[src/rtl/an_arb_pkg.sv]
package an_arb_pkg;

    typedef enum logic [1:0] {
        S_DISABLED  = 2'd0,
        S_COLLECT_A = 2'd1,
        S_COLLECT_B = 2'd2,
        S_RESOLVED  = 2'd3
    } an_state_e;

    typedef struct packed {
        logic spd100;
        logic fdx;
        logic fault;
    } an_mode_t;

    localparam int unsigned ACK_POS   = 14;
    localparam int unsigned ABIL_TOP  = 8;
    localparam int unsigned NUM_ABIL  = 4;

endpackage

[src/rtl/an_run_detector.sv]
module an_run_detector #(
    parameter int unsigned WORD_W  = 16,
    parameter int unsigned RUN_LEN = 3,
    parameter int unsigned ACK_BIT = 14
) (
    input  logic              clk,
    input  logic              rst_n,
    input  logic              clear,
    input  logic              cw_valid,
    input  logic [WORD_W-1:0] cw_data,
    output logic              run_hit,
    output logic [WORD_W-1:0] run_word
);
    localparam int unsigned CNT_W = $clog2(RUN_LEN + 1);
    localparam logic [WORD_W-1:0] CMP_MASK = ~(WORD_W'(1) << ACK_BIT);
    localparam logic [CNT_W-1:0] LAST_CNT = CNT_W'(RUN_LEN - 1);

    logic [WORD_W-1:0] ref_q;
    logic [CNT_W-1:0]  cnt_q;
    logic              match;

    assign match    = (cnt_q != '0) && ((cw_data & CMP_MASK) == (ref_q & CMP_MASK));
    assign run_hit  = cw_valid && match && (cnt_q == LAST_CNT);
    assign run_word = cw_data;

    always_ff @(posedge clk) begin
        if (!rst_n || clear) begin
            ref_q <= '0;
            cnt_q <= '0;
        end else if (cw_valid) begin
            if (run_hit) begin
                cnt_q <= '0;
            end else if (match) begin
                cnt_q <= cnt_q + CNT_W'(1);
            end else begin
                ref_q <= cw_data;
                cnt_q <= CNT_W'(1);
            end
        end
    end

    // the count never reaches the run length; a full run restarts it
    p_cnt_bound_r3: assert property (@(posedge clk) disable iff (!rst_n)
        cnt_q < CNT_W'(RUN_LEN));

    // a differing word becomes the reference with a count of one
    p_mismatch_restart_r2: assert property (@(posedge clk) disable iff (!rst_n)
        (cw_valid && !match && !clear) |=> (cnt_q == CNT_W'(1)) && (ref_q == $past(cw_data)));

endmodule

[src/rtl/an_priority_resolve.sv]
module an_priority_resolve
    import an_arb_pkg::*;
(
    input  logic [NUM_ABIL-1:0] local_abil,
    input  logic [NUM_ABIL-1:0] partner_abil,
    output an_mode_t            mode
);
    logic [NUM_ABIL-1:0] common;
    logic [NUM_ABIL-1:0] pick;

    generate
        for (genvar g = 0; g < NUM_ABIL; g++) begin : g_common
            assign common[g] = local_abil[g] & partner_abil[g];
        end
    endgenerate

    // highest index wins: 3 = 100FD, 2 = 100HD, 1 = 10FD, 0 = 10HD
    always_comb begin
        pick = '0;
        for (int i = NUM_ABIL - 1; i >= 0; i--) begin
            if (common[i] && (pick == '0)) begin
                pick[i] = 1'b1;
            end
        end
    end

    always_comb begin
        mode.spd100 = pick[3] | pick[2];
        mode.fdx    = pick[3] | pick[1];
        mode.fault  = (common == '0);
    end

    // exactly one mode is chosen unless nothing is shared
    always_comb begin
        p_pick_onehot_r5: assert (mode.fault ? (pick == '0) : $onehot(pick));
    end

endmodule

[src/rtl/an_cw_arbiter.sv]
module an_cw_arbiter
    import an_arb_pkg::*;
#(
    parameter int unsigned WORD_W  = 16,
    parameter int unsigned RUN_LEN = 3
) (
    input  logic                clk,
    input  logic                rst_n,
    input  logic                cw_valid,
    input  logic [WORD_W-1:0]   cw_data,
    input  logic [NUM_ABIL-1:0] local_abil,
    input  logic                pd_nlp,
    input  logic                pd_idle,
    input  logic                link_lost,
    input  logic                restart,
    input  logic                fiber_mode,
    output logic [WORD_W-1:0]   partner_word,
    output logic                partner_valid,
    output logic                speed_100,
    output logic                full_duplex,
    output logic                an_done,
    output logic                an_fault
);
    an_state_e         state_q;
    an_state_e         state_d;
    logic              restart_req;
    logic              pd_any;
    logic              det_clear;
    logic              run_hit;
    logic [WORD_W-1:0] run_word;
    an_mode_t          res_mode;

    assign restart_req = restart | link_lost;
    assign pd_any      = pd_nlp | pd_idle;
    assign det_clear   = fiber_mode | restart_req | (state_q == S_DISABLED);

    an_run_detector #(
        .WORD_W  (WORD_W),
        .RUN_LEN (RUN_LEN),
        .ACK_BIT (ACK_POS)
    ) u_runs (
        .clk      (clk),
        .rst_n    (rst_n),
        .clear    (det_clear),
        .cw_valid (cw_valid),
        .cw_data  (cw_data),
        .run_hit  (run_hit),
        .run_word (run_word)
    );

    an_priority_resolve u_resolve (
        .local_abil   (local_abil),
        .partner_abil (run_word[ABIL_TOP -: NUM_ABIL]),
        .mode         (res_mode)
    );

    // next state
    always_comb begin
        state_d = state_q;
        unique case (state_q)
            S_DISABLED: begin
                state_d = S_COLLECT_A;                       // release
            end
            S_COLLECT_A: begin
                if (pd_any) begin
                    state_d = S_RESOLVED;                    // par_detect
                end else if (run_hit) begin
                    state_d = S_COLLECT_B;                   // first_run
                end
            end
            S_COLLECT_B: begin
                if (pd_any || run_hit) begin
                    state_d = S_RESOLVED;                    // par_detect / second_run
                end
            end
            S_RESOLVED: begin
                state_d = S_RESOLVED;
            end
        endcase
        if (restart_req) begin
            state_d = S_COLLECT_A;                           // restart
        end
        if (fiber_mode) begin
            state_d = S_DISABLED;                            // fiber
        end
    end

    // state register
    always_ff @(posedge clk) begin
        if (!rst_n) begin
            state_q <= S_COLLECT_A;
        end else begin
            state_q <= state_d;
        end
    end

    // outputs
    always_ff @(posedge clk) begin
        if (!rst_n || fiber_mode || restart_req) begin
            partner_word  <= '0;
            partner_valid <= 1'b0;
            speed_100     <= 1'b0;
            full_duplex   <= 1'b0;
            an_done       <= 1'b0;
            an_fault      <= 1'b0;
        end else begin
            unique case (state_q)
                S_DISABLED: begin
                    an_done <= 1'b0;
                end
                S_COLLECT_A: begin
                    if (pd_any) begin
                        an_done     <= 1'b1;
                        speed_100   <= pd_idle;
                        full_duplex <= 1'b0;
                        an_fault    <= 1'b0;
                    end else if (run_hit) begin
                        partner_word  <= run_word;
                        partner_valid <= 1'b1;
                    end
                end
                S_COLLECT_B: begin
                    if (pd_any) begin
                        an_done     <= 1'b1;
                        speed_100   <= pd_idle;
                        full_duplex <= 1'b0;
                        an_fault    <= 1'b0;
                    end else if (run_hit) begin
                        partner_word <= run_word;
                        an_done      <= 1'b1;
                        speed_100    <= res_mode.spd100;
                        full_duplex  <= res_mode.fdx;
                        an_fault     <= res_mode.fault;
                    end
                end
                S_RESOLVED: begin
                    if (pd_any) begin
                        speed_100   <= pd_idle;
                        full_duplex <= 1'b0;
                        an_fault    <= 1'b0;
                    end
                end
            endcase
        end
    end

    // the first run stores the word but does not finish
    p_first_run_stores_r3: assert property (@(posedge clk) disable iff (!rst_n)
        (state_q == S_COLLECT_A && run_hit && !pd_any && !restart_req && !fiber_mode)
        |=> (partner_valid && !an_done && partner_word == $past(cw_data)));

    // the second run finishes negotiation
    p_second_run_done_r4: assert property (@(posedge clk) disable iff (!rst_n)
        (state_q == S_COLLECT_B && run_hit && !pd_any && !restart_req && !fiber_mode)
        |=> an_done);

    // a resolved result is frozen against further words
    p_resolved_stable_r4: assert property (@(posedge clk) disable iff (!rst_n)
        (state_q == S_RESOLVED && !pd_any && !restart_req && !fiber_mode)
        |=> ($stable(partner_word) && $stable(speed_100) && $stable(full_duplex) && an_done));

    // a fault always reports 10 Mb/s half duplex with done
    p_fault_slow_r6: assert property (@(posedge clk) disable iff (!rst_n)
        an_fault |-> (an_done && !speed_100 && !full_duplex));

    // parallel detection finishes in half duplex at the detected speed
    p_pd_half_r7: assert property (@(posedge clk) disable iff (!rst_n)
        (state_q != S_DISABLED && pd_any && !restart_req && !fiber_mode)
        |=> (an_done && !full_duplex && !an_fault && speed_100 == $past(pd_idle)));

    // restart or link loss clears the result
    p_restart_clear_r8: assert property (@(posedge clk) disable iff (!rst_n)
        (restart_req && !fiber_mode)
        |=> (!an_done && !partner_valid && state_q == S_COLLECT_A));

    // fiber mode keeps negotiation off
    p_fiber_off_r9: assert property (@(posedge clk) disable iff (!rst_n)
        fiber_mode |=> (!an_done && !partner_valid && state_q == S_DISABLED));

endmodule

[config.mk]
export PLATFORM = sky130hd
export DESIGN_NAME = an_cw_arbiter
export DESIGN_NICKNAME = d
export VERILOG_FILES = /design/src/rtl/an_arb_pkg.sv /design/src/rtl/an_run_detector.sv /design/src/rtl/an_priority_resolve.sv /design/src/rtl/an_cw_arbiter.sv
export SDC_FILE = /design/constraint.sdc
export NUM_CORES = 1
export LEC_CHECK = 0
export ABC_AREA = 0
export BUFFER_PORTS_ARGS = -buffer_cell sky130_fd_sc_hd__buf_2
export CORE_ASPECT_RATIO = 0.9
export CORE_UTILIZATION = 45
export DETAILED_ROUTE_END_ITERATION = 16
export GPL_ROUTABILITY_DRIVEN = 0
export PLACE_DENSITY = 0.69
export SETUP_SLACK_MARGIN = 0.3
export SYNTH_ARGS = -nofsm -noshare
export SYNTH_HDL_FRONTEND = slang
export SYNTH_SLANG_ARGS = --single-unit
[constraint.sdc]
create_clock -name clk -period 4.3 [get_ports clk]
set_input_delay 0.645 -clock clk [delete_from_list [all_inputs] [get_ports clk]]
set_output_delay 0.645 -clock clk [all_outputs]
set_load 0.02 [all_outputs]
After elaboration in Yosys (flattened, before gate mapping):

Cells that the tools add are included.

* output and inout bits: 21
* word-level logic and storage cells: 90
* flip-flop bits (word level): 41
* input port bits: 28

* equality and inequality tests: 12
* muxes and demuxes: 26
* bitwise gates (word level): 15
* reductions and logical operators: 26
* add/subtract/negate cells: 1

Operators with widths (count)
* 2-to-1 mux 1 bit: 16
* equality test 15 bit: 1
* AND reduction 3 bit: 5
* 2-to-1 mux 2 bit: 5
* one-hot mux 2 bit (4 select lines): 1
* equality test 2 bit (second input constant): 3
* inequality test 3 bit (second input constant): 2
* bitwise OR 1 bit: 6
* one-hot mux 1 bit (2 select lines): 3
* logical AND 1 bit: 5
* inequality test 5 bit (second input constant): 1
* inverter 1 bit: 5
* bitwise AND 1 bit: 4
* logical NOT 2 bit: 2
* logical NOT 4 bit: 1
* logical OR 1 bit: 4
* inequality test 2 bit (second input constant): 2
* inequality test 4 bit (second input constant): 1
* AND reduction 2 bit: 2
* nonzero test 2 bit: 2
* OR reduction 2 bit: 2
* one-hot mux 1 bit (3 select lines): 1
* nonzero test 3 bit: 1
* OR reduction 3 bit: 1
* 4 further kinds: 4

Longest topological paths before layout:

Gate-level depths: netlist of run 1.

* depth after elaboration: 12
* depth in mapped cells: 10
* mapped depth without buffers: 8

Hierarchy:

Synthesis of run 1 repeated with hierarchy kept, for this count alone.

* cell total of the unflattened synthesis: 220
* area, all modules: 2025.7 µm²

Modules (own cells, without submodules)
* an_cw_arbiter: cells each 117, sequential area each 460.4 µm², instances 1, area an instance 1001.0 µm²
* an_run_detector: cells each 99, sequential area each 340.3 µm², instances 1, area an instance 987.2 µm²
* an_priority_resolve: cells each 4, sequential area each 0.0 µm², instances 1, area an instance 37.5 µm²

Least setup slack after synthesis of run 1:

Ideal clock, no wire load.

* path type: input-to-reg
* start point: in cw_data[10]
* end point: reg u_runs.ref_q[10]
* data required time: 4.172 ns
* setup time: 0.128 ns
* data arrival time: 1.987 ns
* path buffers: 1
* stages: 7
* path slack: 2.186 ns
* cell sequence: xnor2_1 -> nand4_1 -> or4_4 -> o21ai_1 -> buf_4 -> mux2i_1 -> nor2_1

* word-level cells in the longest chain between the ends: 6
* elaborated cells between the ends (all ways): 7
* classes of those cells: eq/ne (1); bitwise (2); reduce/logical (4)

Ends and longest elaborated chain
* start: declaration: RTL line an_cw_arbiter.sv:10 `input logic [WORD_W-1:0] cw_data,`
* equality test 15 bit: RTL line an_run_detector.sv:22 `assign match = (cnt_q != '0) && ((cw_data & CMP_MASK) == (ref_q & CMP_MASK));`
* logical AND 1 bit: RTL line an_run_detector.sv:22
* logical AND 1 bit (2 in series): RTL line an_run_detector.sv:23 `assign run_hit = cw_valid && match && (cnt_q == LAST_CNT);`
* inverter 1 bit (no source line)
* AND reduction 3 bit (no source line)
* end signal: assignment: RTL line an_run_detector.sv:36 `ref_q <= cw_data;`
* end: declaration: RTL line an_run_detector.sv:18 `logic [WORD_W-1:0] ref_q;`

Several ways; a longest one is shown, not always the timed one.
A chain may end at the register's enable or synchronous reset.

Worst setup path after layout of run 1:

* start point: in cw_data[5]
* end point: reg partner_word[7]

* word-level cells in the longest chain between the ends: 5

Ends and longest elaborated chain
* equality test 15 bit: RTL line an_run_detector.sv:22
* logical AND 1 bit: RTL line an_run_detector.sv:22
* logical AND 1 bit (2 in series): RTL line an_run_detector.sv:23
* AND reduction 3 bit (no source line)
* end signal: assignment: RTL line an_cw_arbiter.sv:118 `partner_word <= run_word;`
* end signal: assignment: RTL line an_cw_arbiter.sv:129 `partner_word <= run_word;`
* end: declaration: RTL line an_cw_arbiter.sv:17 `output logic [WORD_W-1:0] partner_word,`

No other way between the ends.

==> results of run 1 <==
-- final cells by class --
cell class | count | share of cell area [%]
Clock buffer | 6 | 3.60
Clock inverter | 2 | 0.655
Inverter | 5 | 0.818
Multi-Input combinational cell | 149 | 46.6
Sequential cell | 40 | 34.9
Tap cell | 48 | 2.62
Timing Repair Buffer | 49 | 10.8
-- logic make-up (layout without fill, tap and decap cells) --
group                      count (synthesis)  after routing
muxes                                     31             31
buffers and inverters                     14             62
AOI/OAI and AO/OA                         26             26
adders and majority gates                  6              6
and+or+nand+nor                           71             71
xor gates and xnor gates                  15             15
DFF                                       40             40
-- worst min path at each step --
stage                                start          endpoint  slack [ps]
after global routing      partner_word[12]  partner_word[12]         520
after detailed placement   partner_word[9]   partner_word[9]         480
after CTS                  u_runs.cnt_q[1]   u_runs.cnt_q[1]         500
final                     partner_word[13]  partner_word[13]         490
after floorplan            u_runs.cnt_q[1]   u_runs.cnt_q[1]         460
after global placement       partner_valid     partner_valid         470
-- sequential cells by signal, summed over array words and instances (netlist names) --
signal,count
u_runs.ref_q,15
an_fault,1
state_q,2
u_runs.cnt_q,2
partner_word,16
full_duplex,1
partner_valid,1
an_done,1
speed_100,1
-- stage by stage --
| stage | cells | setup slack (ps) |
|---|---|---|
| 3_5_place_dp | 291 | 1730 |
| 2_1_floorplan | 203 | 2190 |
| 6_report | 299 | 2060 |
| 4_1_cts | 299 | 2040 |
| 3_3_place_gp | 291 | 1770 |
| 5_1_grt | 299 | 1870 |
-- power groups by stage --
stage | clock [µW] | combinational [µW] | sequential [µW]
2_1_floorplan | 0 | 42.7 | 384
3_3_place_gp | 0 | 71.7 | 384
3_5_place_dp | 0 | 71.9 | 384
4_1_cts | 274 | 72.3 | 375
5_1_grt | 291 | 79.8 | 375
6_report | 263 | 72.1 | 375
-- placed cells by master (no fill, tap or decap), types with 6 or more instances in the layout --
| master | netlist | layout |
|---|---|---|
| sky130_fd_sc_hd__buf_2 | 1 | 48 |
| sky130_fd_sc_hd__nor2_1 | 40 | 40 |
| sky130_fd_sc_hd__dfxtp_1 | 40 | 40 |
| sky130_fd_sc_hd__mux2i_1 | 31 | 31 |
| sky130_fd_sc_hd__xnor2_1 | 8 | 8 |
| sky130_fd_sc_hd__nand2_1 | 8 | 8 |
| sky130_fd_sc_hd__xor2_1 | 7 | 7 |
| sky130_fd_sc_hd__a21oi_1 | 6 | 6 |
| sky130_fd_sc_hd__ha_1 | 6 | 6 |
| sky130_fd_sc_hd__clkbuf_8 | 0 | 6 |
-- critical path, cell delays in order --
cell and delay (ps):
sky130_fd_sc_hd__buf_2 130, sky130_fd_sc_hd__xor2_1 150, sky130_fd_sc_hd__nor4_2 290, sky130_fd_sc_hd__and4bb_1 420
sky130_fd_sc_hd__nand4_4 420, sky130_fd_sc_hd__mux2i_1 280, sky130_fd_sc_hd__nor2_1 50
-- layer usage --
layer  global-route usage [%]  vias up  part of all wire, %
met1                     22.8      718                   47
met3                     5.05        5                  4.7
li1                         -      810                    -
met4                     7.50        0                  1.3
met5                        0        -                    0
met2                     30.2       44                   47
==> flow_summary.rst, run 1 <==
.. list-table::
   :header-rows: 1

   * - Metric
     - Value
   * - Run status
     - finished with violations
   * - Failing checks
     - design-rule violations
   * - Overall power consumption
     - between 700 and 800 µW
   * - Proportion of netlist area held by the largest area contributor
     - 41.3%
   * - Maximum level of the CTS H-tree
     - 2
   * - Final-layout setup total negative slack
     - 0 ps
   * - Cell-internal power
     - 533 µW
   * - TritonCTS clock tree
     - yes
   * - Share of cells above drive strength 1
     - around a quarter
   * - Most instantiated flip-flop cell in the synthesis netlist
     - sky130_fd_sc_hd__dfxtp_1
   * - Site row count
     - 22
   * - DRC
     - 3
   * - Setup skew after layout
     - 5.03 ps
   * - Vias
     - 1577
   * - Hold WC Path Type
     - reg -> reg
   * - Clk sink count
     - 40
   * - DRT iter0 DRCs
     - around 110
   * - Shortest clock period the worst path allows after layout
     - ~2200 ps
   * - Placed Instance Area
     - roughly 0.0022 mm²
   * - Overflow after GRT
     - 0
   * - Top Ports
     - 49
   * - Clock network fraction of total power
     - 37.0%
   * - Inserted Clock Buffers
     - 5
   * - Slew at the pin with the worst max-slew slack
     - about 900 ps
   * - Synthesized flop and latch total
     - 40
   * - Worst max-slew margin expressed relative to the limit
     - 39.8%
   * - Global-route wire length before repair
     - 6.44 mm
   * - Final-layout fill cell count
     - roughly 400
   * - Core area
     - between 0.004 and 0.005 mm²
   * - Growth of design area from synthesis to finish
     - 18.3%
   * - Most used standard cells in the synthesized netlist
     - sky130_fd_sc_hd__dfxtp_1, sky130_fd_sc_hd__nor2_1, sky130_fd_sc_hd__mux2i_1
   * - Setup repair after global routing missed its margin
     - false
   * - Die area
     - 0.00457 mm²
   * - Net Sw Power
     - approximately 180 µW
   * - Port buffer count
     - 48
   * - Area fraction in compound gates after synthesis
     - under 10%
   * - GRT Total Usage
     - approximately 18%
   * - Mapped cell area
     - just under 0.002 mm²
   * - Routed length per instance
     - roughly 13 µm
   * - Maximum ir drop on the vdd rail
     - 0.193 mV
   * - Area leader, netlist
     - sky130_fd_sc_hd__dfxtp_1
   * - Area of combinational cells with multiple inputs
     - ~0.0011 mm²
   * - Register-to-register setup slack
     - about 2100 ps
   * - Capture point of the worst path
     - partner_word[7]
   * - Sw Share
     - 24.9%
   * - Yosys warning total
     - 0
   * - Synth Area in Adders
     - between 3 and 4%
   * - Logic gate share of total power
     - 10.2%
   * - Sequential power share
     - a little over half
   * - Clock transition time at the flip-flop clock pins of the worst setup and hold paths
     - ~80 ps
   * - Post-synth net total
     - 237
   * - Multiplexer fraction of the synthesized cell area
     - about 16%
   * - Number of antenna violations at the first check in global routing
     - 0
   * - Period utilisation layout
     - roughly 52%
   * - Largest cells by area after synthesis
     - sky130_fd_sc_hd__dfxtp_1, sky130_fd_sc_hd__mux2i_1, sky130_fd_sc_hd__nor2_1
   * - Count of instances resized after the clock tree is built
     - 0
   * - Drt via density
     - roughly 5.3
   * - Pin count of the biggest net entering global routing
     - 22
   * - First element of the critical path
     - cw_data[5]
   * - Total setup violations reported at the end of the flow
     - 0
   * - Root buffer cell
     - sky130_fd_sc_hd__clkbuf_8
   * - Type of origin of the critical path
     - input port
   * - Critical path arrival
     - 2390 ps
   * - Fraction of registers with async set or reset after synthesis
     - 0%
   * - Max Root-Sink Buffers
     - 2
   * - DR pass1 iterations
     - 10
   * - Count of max-cap constraint violations
     - 0
   * - Number of enable flip-flop cells after synthesis
     - 0
   * - Number of global-route vias before repair
     - ~1400
   * - Initial Util
     - ~47%
   * - Xor/xnor cell area share of the yosys netlist
     - just under 7%
   * - Number of cells on the worst reg-to-reg path
     - 8
   * - Maximum fanout encountered on the critical timing path
     - 16
   * - Post-DP HPWL
     - between 2 and 3 mm
   * - Lkg Pwr
     - roughly 0.0011 µW
   * - Post-layout utilization of the core
     - a little under three fifths
   * - Final net count
     - between 200 and 300
   * - Reg-to-Reg End
     - partner_word[7]
   * - Fraction of the mapped netlist area in simple logic gates
     - a little under a fifth
   * - Dominant combinational cell family by area after synthesis
     - simple AND/OR/NAND/NOR gates
   * - Reg2Reg Launch Point
     - u_runs.cnt_q[0]
   * - Number of max-slew violations in the final report
     - 0
   * - Die H
     - roughly 64 µm
   * - Minimum hold slack
     - around 500 ps
   * - Element type at the critical path end
     - flop
   * - Hold-fix buffers at CTS
     - 0
   * - Data required time at the worst endpoint
     - around 4500 ps
   * - Mean Syn Cell Area
     - between 9 and 10 µm²
   * - Peak Freq
     - around 450 MHz
   * - Number of antenna repair diodes
     - 0
   * - Die Span X
     - 71.2 µm
   * - Mapped Cells
     - just over 200
   * - Register cell area after layout
     - approximately 800 µm²
   * - Category of the critical setup timing path
     - in -> reg
   * - Post-DRT Antenna Nets
     - 0
   * - Routed wire length
     - 3.94 mm
   * - Hold Crit Depth
     - 2
   * - Latest clock arrival within the worst-skew pair
     - between 200 and 300 ps
   * - Register area share after synthesis
     - roughly 41%
   * - Count of cell types in the netlist
     - 42
   * - Power Dens Cells
     - a little over 300 mW/mm²
   * - Number of buffers inserted by post-CTS setup repair
     - 0
   * - Endpoints failing hold
     - 0
   * - Final std cell area, no fill
     - 0.00229 mm²
No activity file was read; power rests on OpenSTA's default activity.
==> inputs of run 2 (changes only) <==
--- a/config.mk
+++ b/config.mk
@@ -5,13 +5,13 @@
 export SDC_FILE = /design/constraint.sdc
 export NUM_CORES = 1
 export LEC_CHECK = 0
-export ABC_AREA = 0
+export ABC_AREA = 1
 export BUFFER_PORTS_ARGS = -buffer_cell sky130_fd_sc_hd__buf_2
 export CORE_ASPECT_RATIO = 0.9
 export CORE_UTILIZATION = 45
 export DETAILED_ROUTE_END_ITERATION = 16
 export GPL_ROUTABILITY_DRIVEN = 0
-export PLACE_DENSITY = 0.69
+export PLACE_DENSITY = 0.71
 export SETUP_SLACK_MARGIN = 0.3
 export SYNTH_ARGS = -nofsm -noshare
 export SYNTH_HDL_FRONTEND = slang
==> constraint.sdc (replaced) <==
create_clock -name clk -period 1.92 [get_ports clk]
set_input_delay 0.288 -clock clk [delete_from_list [all_inputs] [get_ports clk]]
set_output_delay 0.288 -clock clk [all_outputs]
set_load 0.02 [all_outputs]
==> flow_summary.rst, run 2 <==
.. list-table::
   :header-rows: 1

   * - Metric
     - Value
   * - Critical Path, Cell by Cell
     - inv_2 > ha_2 > inv_1 > nand2_1 > nor2_1 > nand2_1 > nor2_4 > nand4_4 > clkinv_4 > nand3_4 > nand2_1 > nand2_1 > nor2_1
   * - Die Span X
     - 73.4 µm (+3.1%)
   * - Slew at the pin with the worst max-slew slack
     - 407 ps (-493 ps)
   * - Growth of design area from synthesis to finish
     - 29.7%
   * - Register area share after synthesis
     - 38.8% (-2.5 points)
   * - Minimum hold slack
     - 187 ps (-307 ps)
   * - Post-DP HPWL
     - 3.46 mm (+21%)
   * - Fraction of registers with async set or reset after synthesis
     - 0% (unchanged)
   * - Inserted Clock Buffers
     - 5 (unchanged)
   * - Vias
     - 2058 (+31%)
   * - Setup skew after layout
     - 6.77 ps (+1.74 ps)
   * - First element of the critical path
     - u_runs.cnt_q[1]
   * - Global-route wire length before repair
     - 8.55 mm (+33%)
   * - Final net count
     - 419 (+48%)
   * - Most frequent cell after synthesis
     - sky130_fd_sc_hd__nand2_1
   * - Routed wire length
     - 5.05 mm (+28%)
   * - Mapped cell area
     - 0.00206 mm² (+6.4%)
   * - Flip-flop count of the largest register, all copies and words added
     - 16 (unchanged)
   * - Largest cells by area after synthesis
     - sky130_fd_sc_hd__dfxtp_1, sky130_fd_sc_hd__nand2_1, sky130_fd_sc_hd__nor2_1
   * - Overflow after GRT
     - 0 (unchanged)
   * - Number of max-slew violations in the final report
     - 0 (unchanged)
   * - Synthesized flop and latch total
     - 40 (unchanged)
   * - Clock transition time at the flip-flop clock pins of the worst setup and hold paths
     - 80 ps (about the same)
   * - Most instantiated flip-flop cell in the synthesis netlist
     - sky130_fd_sc_hd__dfxtp_1
   * - Critical path buffers and inverters
     - 3 (+2)
   * - Maximum level of the CTS H-tree
     - 2 (unchanged)
   * - Drt via density
     - 4.61 (-13%)
   * - GRT Total Usage
     - 23.5% (+5.0 points)
   * - Reg2Reg Launch Point
     - u_runs.cnt_q[1]
   * - Type of origin of the critical path
     - flop
   * - Critical Path Slowest Stage Cell
     - sky130_fd_sc_hd__dfxtp_2
   * - Share of cells above drive strength 1
     - 27.5% (+2.4 points)
   * - Critical path's most frequent cell
     - sky130_fd_sc_hd__nand2_1
   * - Category of the critical setup timing path
     - reg -> reg
   * - Total setup violations reported at the end of the flow
     - 0 (unchanged)
   * - Number of global-route vias before repair
     - 1912 (+35%)
   * - Period utilisation layout
     - 84.4%
   * - Data required time at the worst endpoint
     - 2150 ps (-2300 ps)
   * - Post-synth net total
     - 356 (+50%)
   * - Max Root-Sink Buffers
     - 2 (unchanged)
   * - Initial Util
     - 48.6% (+1.4 points)
   * - Critical path arrival
     - 1860 ps (-530 ps)
   * - Shortest clock period the worst path allows after layout
     - approximately 1600 ps
   * - Power Dens Cells
     - 640 mW/mm² (+110%)
   * - Core area
     - 0.00424 mm² (+3.4%)
   * - Lkg Pwr
     - 0.00137 µW (+30%)
   * - DRT iter0 DRCs
     - 111 (+2.8%)
   * - Top library cells by usage in the layout, fill and taps aside
     - sky130_fd_sc_hd__nand2_1, sky130_fd_sc_hd__nor2_1, sky130_fd_sc_hd__buf_2
   * - Final-layout fill cell count
     - 405 (+0.75%)
   * - Delay of the slowest cell on the worst path
     - 340 ps (-80 ps)
   * - Routed length per instance
     - 11.3 µm (-14%)
   * - Clk sink count
     - 40 (unchanged)
   * - Yosys warning total
     - 0 (unchanged)
   * - Area leader, netlist
     - sky130_fd_sc_hd__dfxtp_1
   * - Worst max-slew margin expressed relative to the limit
     - 72.9% (+33 points)
   * - Count of cell types in the netlist
     - 25 (-40%)
   * - Endpoints failing hold
     - 0 (unchanged)
   * - Number of enable flip-flop cells after synthesis
     - 0 (unchanged)
   * - Die area
     - 0.00486 mm² (+6.2%)
   * - Regs by FF count
     - partner_word x16, u_runs.ref_q x15
   * - Pin count of the biggest net entering global routing
     - 22 (unchanged)
   * - DR pass1 iterations
     - 4 (-6)
   * - Maximum fanout encountered on the critical timing path
     - 8 (-8)
   * - Most flop-heavy register
     - partner_word
   * - Final-layout setup total negative slack
     - 0 ps (unchanged)
   * - DRC
     - 0 (-3)
   * - Run status
     - finished clean
   * - Mapped Cells
     - 322 (+59%)
   * - Crit path max-delay family
     - simple AND/OR/NAND/NOR gates
   * - Mean Syn Cell Area
     - 6.40 µm² (-33%)
   * - Proportion of netlist area held by the largest area contributor
     - 38.8% (-2.5 points)
   * - Hold Crit Start
     - rst_n
   * - TritonCTS clock tree
     - yes
   * - Number of antenna repair diodes
     - 0 (unchanged)
   * - Hold WC Path Type
     - in -> reg
   * - Hold-fix buffers at CTS
     - 0 (unchanged)
   * - Maximum ir drop on the vdd rail
     - 0.419 mV (+120%)
   * - Number of antenna violations at the first check in global routing
     - 0 (unchanged)
   * - Die H
     - 66.2 µm (+3.1%)
   * - Most used standard cells in the synthesized netlist
     - sky130_fd_sc_hd__nand2_1, sky130_fd_sc_hd__nor2_1, sky130_fd_sc_hd__inv_1
   * - Peak Freq
     - 617 MHz
   * - Top Ports
     - 49 (unchanged)
   * - Latest clock arrival within the worst-skew pair
     - 300 ps (about the same)
   * - Leading cell type in the layout, fill and taps excluded
     - sky130_fd_sc_hd__nand2_1
   * - Register-to-register setup slack
     - 300 ps (-1780 ps)
   * - Element type at the critical path end
     - flop
   * - Setup repair after global routing missed its margin
     - true
   * - Site row count
     - 22 (unchanged)
   * - Port buffer count
     - 48 (unchanged)
   * - Post-DRT Antenna Nets
     - 0 (unchanged)
   * - Count of max-cap constraint violations
     - 0 (unchanged)
   * - Root buffer cell
     - sky130_fd_sc_hd__clkbuf_8
-- run 2: power by group --
| group | total [µW] | switching (µW) | internal (µW) |
|---|---|---|---|
| logic | 190 | 117 | 72.7 |
| registers | 842 | 5.33 | 837 |
| clock network | 681 | 295 | 386 |
-- run 2: worst paths after layout --
path,end,cells past startpoint
setup / recovery,partner_word[0],13
hold / removal,state_q[0],2
setup reg to reg,partner_word[0],13
hold reg to reg,u_runs.ref_q[9],2
-- run 2: layer usage --
metal	up-vias	wire length [µm]	global-route usage, %
met4	0	63	8.65
met5	-	0	0
li1	1103	-	-
met3	7	258	4.42
met2	48	2300	37.2
met1	900	2430	31.6
-- run 2: through the flow --
step	worst slack (ps)	util (%)	instance area (µm²)	power (µW)	cells
4_1_cts	255	61.4	2600	1720	445
5_1_grt	184	63.1	2680	1780	446
3_3_place_gp	97.7	56.3	2390	1030	430
6_report	299	63.1	2680	1710	446
2_1_floorplan	321	-	2070	954	322
3_5_place_dp	36.9	56.3	2390	1030	430
-- run 2: final cells by class --
cell class	count	area, µm²	share of cell area [%]
multi-input cells	223	1130	42.1
clock buffers	6	72.6	2.71
well taps	60	75.1	2.81
inverters	54	208	7.76
flip-flops and latches	40	805	30.1
clock inverters	2	35.0	1.31
repair buffers	61	353	13.2
-- run 2: timing repair --
| item | CTS | global route |
|---|---|---|
| pin swaps | 9 | 4 |
| gates cloned | 3 | 0 |
| setup buffers | 4 | 1 |
| setup endpoints to repair | 35 | 38 |
| gates resized for setup | 13 | 26 |
-- run 2: cell families (layout without fill, tap and decap cells) --
family,count (synthesis),after routing,share of synthesized area [%]
and+or+nand+nor,172,175,34.0
buffers and inverters,62,123,12.4
AOI/OAI and AO/OA,41,41,10.7
DFF,40,40,38.8
adders and majority gates,6,6,3.64
xor gates and xnor gates,1,1,0.425
==> inputs of run 3 (changes only) <==
--- a/config.mk
+++ b/config.mk
@@ -5,13 +5,13 @@
 export SDC_FILE = /design/constraint.sdc
 export NUM_CORES = 1
 export LEC_CHECK = 0
-export ABC_AREA = 1
+export ABC_AREA = 0
 export BUFFER_PORTS_ARGS = -buffer_cell sky130_fd_sc_hd__buf_2
 export CORE_ASPECT_RATIO = 0.9
 export CORE_UTILIZATION = 45
 export DETAILED_ROUTE_END_ITERATION = 16
 export GPL_ROUTABILITY_DRIVEN = 0
-export PLACE_DENSITY = 0.71
+export PLACE_DENSITY = 0.69
 export SETUP_SLACK_MARGIN = 0.3
 export SYNTH_ARGS = -nofsm -noshare
 export SYNTH_HDL_FRONTEND = slang
==> constraint.sdc (replaced) <==
create_clock -name clk -period 1.7 [get_ports clk]
set_input_delay 0.255 -clock clk [delete_from_list [all_inputs] [get_ports clk]]
set_output_delay 0.255 -clock clk [all_outputs]
set_load 0.02 [all_outputs]
==> flow_summary.rst, run 3 (synthesis results as in run 1) <==
.. list-table::
   :header-rows: 1

   * - Metric
     - Value
   * - Post-route worst setup slack
     - -233 ps (-532 ps)
   * - Number of antenna violations at the first check in global routing
     - 0 (unchanged)
   * - Number of global-route vias before repair
     - 1759 (-8.0%)
   * - Share of cells above drive strength 1
     - 44.0% (+17 points)
   * - DR pass1 iterations
     - 6 (+2)
   * - Final net count
     - 315 (-25%)
   * - Total setup violations reported at the end of the flow
     - 34 (+34)
   * - Period utilisation layout
     - 114% (+29 points)
   * - Growth of design area from synthesis to finish
     - 40.9%
   * - Placed instance count
     - 316 (-27%)
   * - Critical path arrival
     - 2120 ps (+260 ps)
   * - Top library cells by usage in the layout, fill and taps aside
     - sky130_fd_sc_hd__buf_2, sky130_fd_sc_hd__nor2_1, sky130_fd_sc_hd__mux2i_1, sky130_fd_sc_hd__dfxtp_1, sky130_fd_sc_hd__buf_4
   * - Drt via density
     - 5.33 (+16%)
   * - Initial Util
     - 47.3% (-1.4 points)
   * - Post-DP HPWL
     - 3.32 mm (-4.0%)
   * - Setup repair after global routing missed its margin
     - true
   * - Maximum ir drop on the vdd rail
     - 0.478 mV (+14%)
   * - Root buffer cell
     - sky130_fd_sc_hd__clkbuf_8
   * - Clk sink count
     - 40 (unchanged)
   * - Hold WC Path Type
     - in -> reg
   * - Routed wire length
     - 4.86 mm (-3.8%)
   * - Count of max-cap constraint violations
     - 0 (unchanged)
   * - Sequential power share
     - 51.6% (+2.4 points)
   * - Overflow after GRT
     - 0 (unchanged)
   * - Core area
     - 0.00410 mm² (-3.2%)
   * - Pin count of the biggest net entering global routing
     - 18 (-18%)
   * - Vias
     - 1759 (-15%)
   * - Inserted Clock Buffers
     - 5 (unchanged)
   * - Flip-flop count of the largest register, all copies and words added
     - 16 (unchanged)
   * - Maximum fanout encountered on the critical timing path
     - 5 (-3)
   * - Die Span X
     - 71.2 µm (-3.0%)
   * - Logic gate share of total power
     - 13.1% (+2.0 points)
   * - Worst max-slew margin expressed relative to the limit
     - 72.4% (-0.50 points)
   * - Clock network fraction of total power
     - 35.2% (-4.6 points)
   * - Data required time at the worst endpoint
     - 1890 ps (-260 ps)
   * - Most flop-heavy register
     - partner_word
   * - DRT iter0 DRCs
     - 99 (-11%)
   * - Peak Freq
     - 517 MHz (-16%)
   * - Site row count
     - 22 (unchanged)
   * - Port buffer count
     - 48 (unchanged)
   * - Setup skew after layout
     - 11.8 ps (+5.06 ps)
   * - Leading cell type in the layout, fill and taps excluded
     - sky130_fd_sc_hd__buf_2
   * - TritonCTS clock tree
     - yes
   * - Sw Share
     - 24.6% (+0.24 points)
   * - Routed length per instance
     - 14.7 µm (+30%)
   * - Number of antenna repair diodes
     - 0 (unchanged)
   * - Die H
     - 64.3 µm (-3.0%)
   * - DRC
     - 0 (unchanged)
   * - Failing checks
     - negative setup slack
   * - Global-route wire length before repair
     - 8.02 mm (-6.2%)
   * - Die area
     - 0.00457 mm² (-5.8%)
   * - Post-DRT Antenna Nets
     - 0 (unchanged)
   * - Maximum level of the CTS H-tree
     - 2 (unchanged)
   * - Number of max-slew violations in the final report
     - 0 (unchanged)
   * - Lkg Pwr
     - 0.00127 µW (-7.3%)
   * - Element type at the critical path end
     - flop
   * - GRT Total Usage
     - 22.9% (-0.53 points)
   * - Slew at the pin with the worst max-slew slack
     - 414 ps (+6.41 ps)
   * - Endpoints failing hold
     - 0 (unchanged)
   * - Clock transition time at the flip-flop clock pins of the worst setup and hold paths
     - 80 ps (about the same)
   * - Run status
     - finished with violations
   * - Max Root-Sink Buffers
     - 2 (unchanged)
   * - Net Sw Power
     - 453 µW (+8.5%)
   * - Power Dens Cells
     - 674 mW/mm² (+5.3%)
   * - Regs by FF count
     - partner_word x16, u_runs.ref_q x15
   * - Cell-internal power
     - 1390 µW (+7.1%)
   * - Top Ports
     - 49 (unchanged)
   * - Latest clock arrival within the worst-skew pair
     - 300 ps (about the same)
   * - Number of non-filler instances in the completed layout
     - 330 (-26%)
   * - Category of the critical setup timing path
     - reg -> reg
   * - Type of origin of the critical path
     - flop
   * - Shortest clock period the worst path allows after layout
     - 1930 ps (+312 ps)
   * - Overall power consumption
     - 1840 µW (+7.4%)
run 3: cell types whose count changed in the layout (fill, tap and decap cells not counted), moves of 7 or more:
cell	delta
sky130_fd_sc_hd__inv_1	-44
sky130_fd_sc_hd__dfxtp_1	-7
sky130_fd_sc_hd__nand2_2	-10
sky130_fd_sc_hd__mux2i_1	+30
sky130_fd_sc_hd__nand2_1	-67
sky130_fd_sc_hd__o21ai_0	-13
sky130_fd_sc_hd__buf_4	+13
sky130_fd_sc_hd__nor2_1	-28
sky130_fd_sc_hd__a21oi_1	-9
sky130_fd_sc_hd__dfxtp_2	+7
run 3: critical path, stage by stage, from the launching register on:
cell	delay, ps
sky130_fd_sc_hd__dfxtp_2	340
sky130_fd_sc_hd__xnor2_2	140
sky130_fd_sc_hd__nand4_1	120
sky130_fd_sc_hd__or4_4	570
sky130_fd_sc_hd__o21ai_2	200
sky130_fd_sc_hd__buf_6	160
sky130_fd_sc_hd__mux2i_1	230
sky130_fd_sc_hd__nor2_1	70
run 3: final cells by class:
class,instances,area (µm²)
fillers,318,1370
multi-input cells,149,1210
flip-flops and latches,40,813
repair buffers,80,537
clock buffers,8,90.1
well taps,48,60.1
inverters,5,18.8
run 3: worst paths after layout:
kind | from | to | slack [ps] | cells past startpoint
worst max-delay path | u_runs.ref_q[6] | u_runs.ref_q[5] | -230 | 7
worst min-delay path | rst_n | state_q[0] | 170 | 2
worst max register to register | u_runs.ref_q[6] | u_runs.ref_q[5] | -230 | 7
worst min register to register | an_done | an_done | 490 | 2
run 3: power by group through the flow:
stage | clock network (µW) | registers (µW) | logic (µW)
after floorplan | 0 | 971 | 109
after global placement | 0 | 970 | 207
after detailed placement | 0 | 971 | 210
after CTS | 658 | 949 | 228
after global routing | 704 | 950 | 261
final | 649 | 950 | 242
run 3: metrics by stage:
stage          setup TNS, ps  setup slack, ps  hold slack [ps]  instance area (µm²)  util (%)
6_report               -4660             -233              170                 2730      66.6
2_1_floorplan          -1380            -73.3              327                 1980         -
3_3_place_gp           -5130             -269              460                 2430      59.2
5_1_grt                -8370             -327              192                 2730      66.6
4_1_cts                -3810             -193              165                 2690      65.5
3_5_place_dp           -5880             -301              458                 2430      59.2
run 3: per-layer routing:
metal	vias to the layer above	share of wire (%)	GRT usage, %
met5	-	0	0
met3	14	4.2	4.57
li1	870	-	-
met1	818	48	29.2
met2	57	45	37.0
met4	0	2.6	11.0
run 3: timing repair:
item / in CTS / in global routing
resized for setup: 25 / 8
setup buffers: 4 / 1
pin swaps: 11 / 5
hold buffers: 0 / 0
endpoints found under the setup margin: 35 / 40
gates cloned: 1 / 0
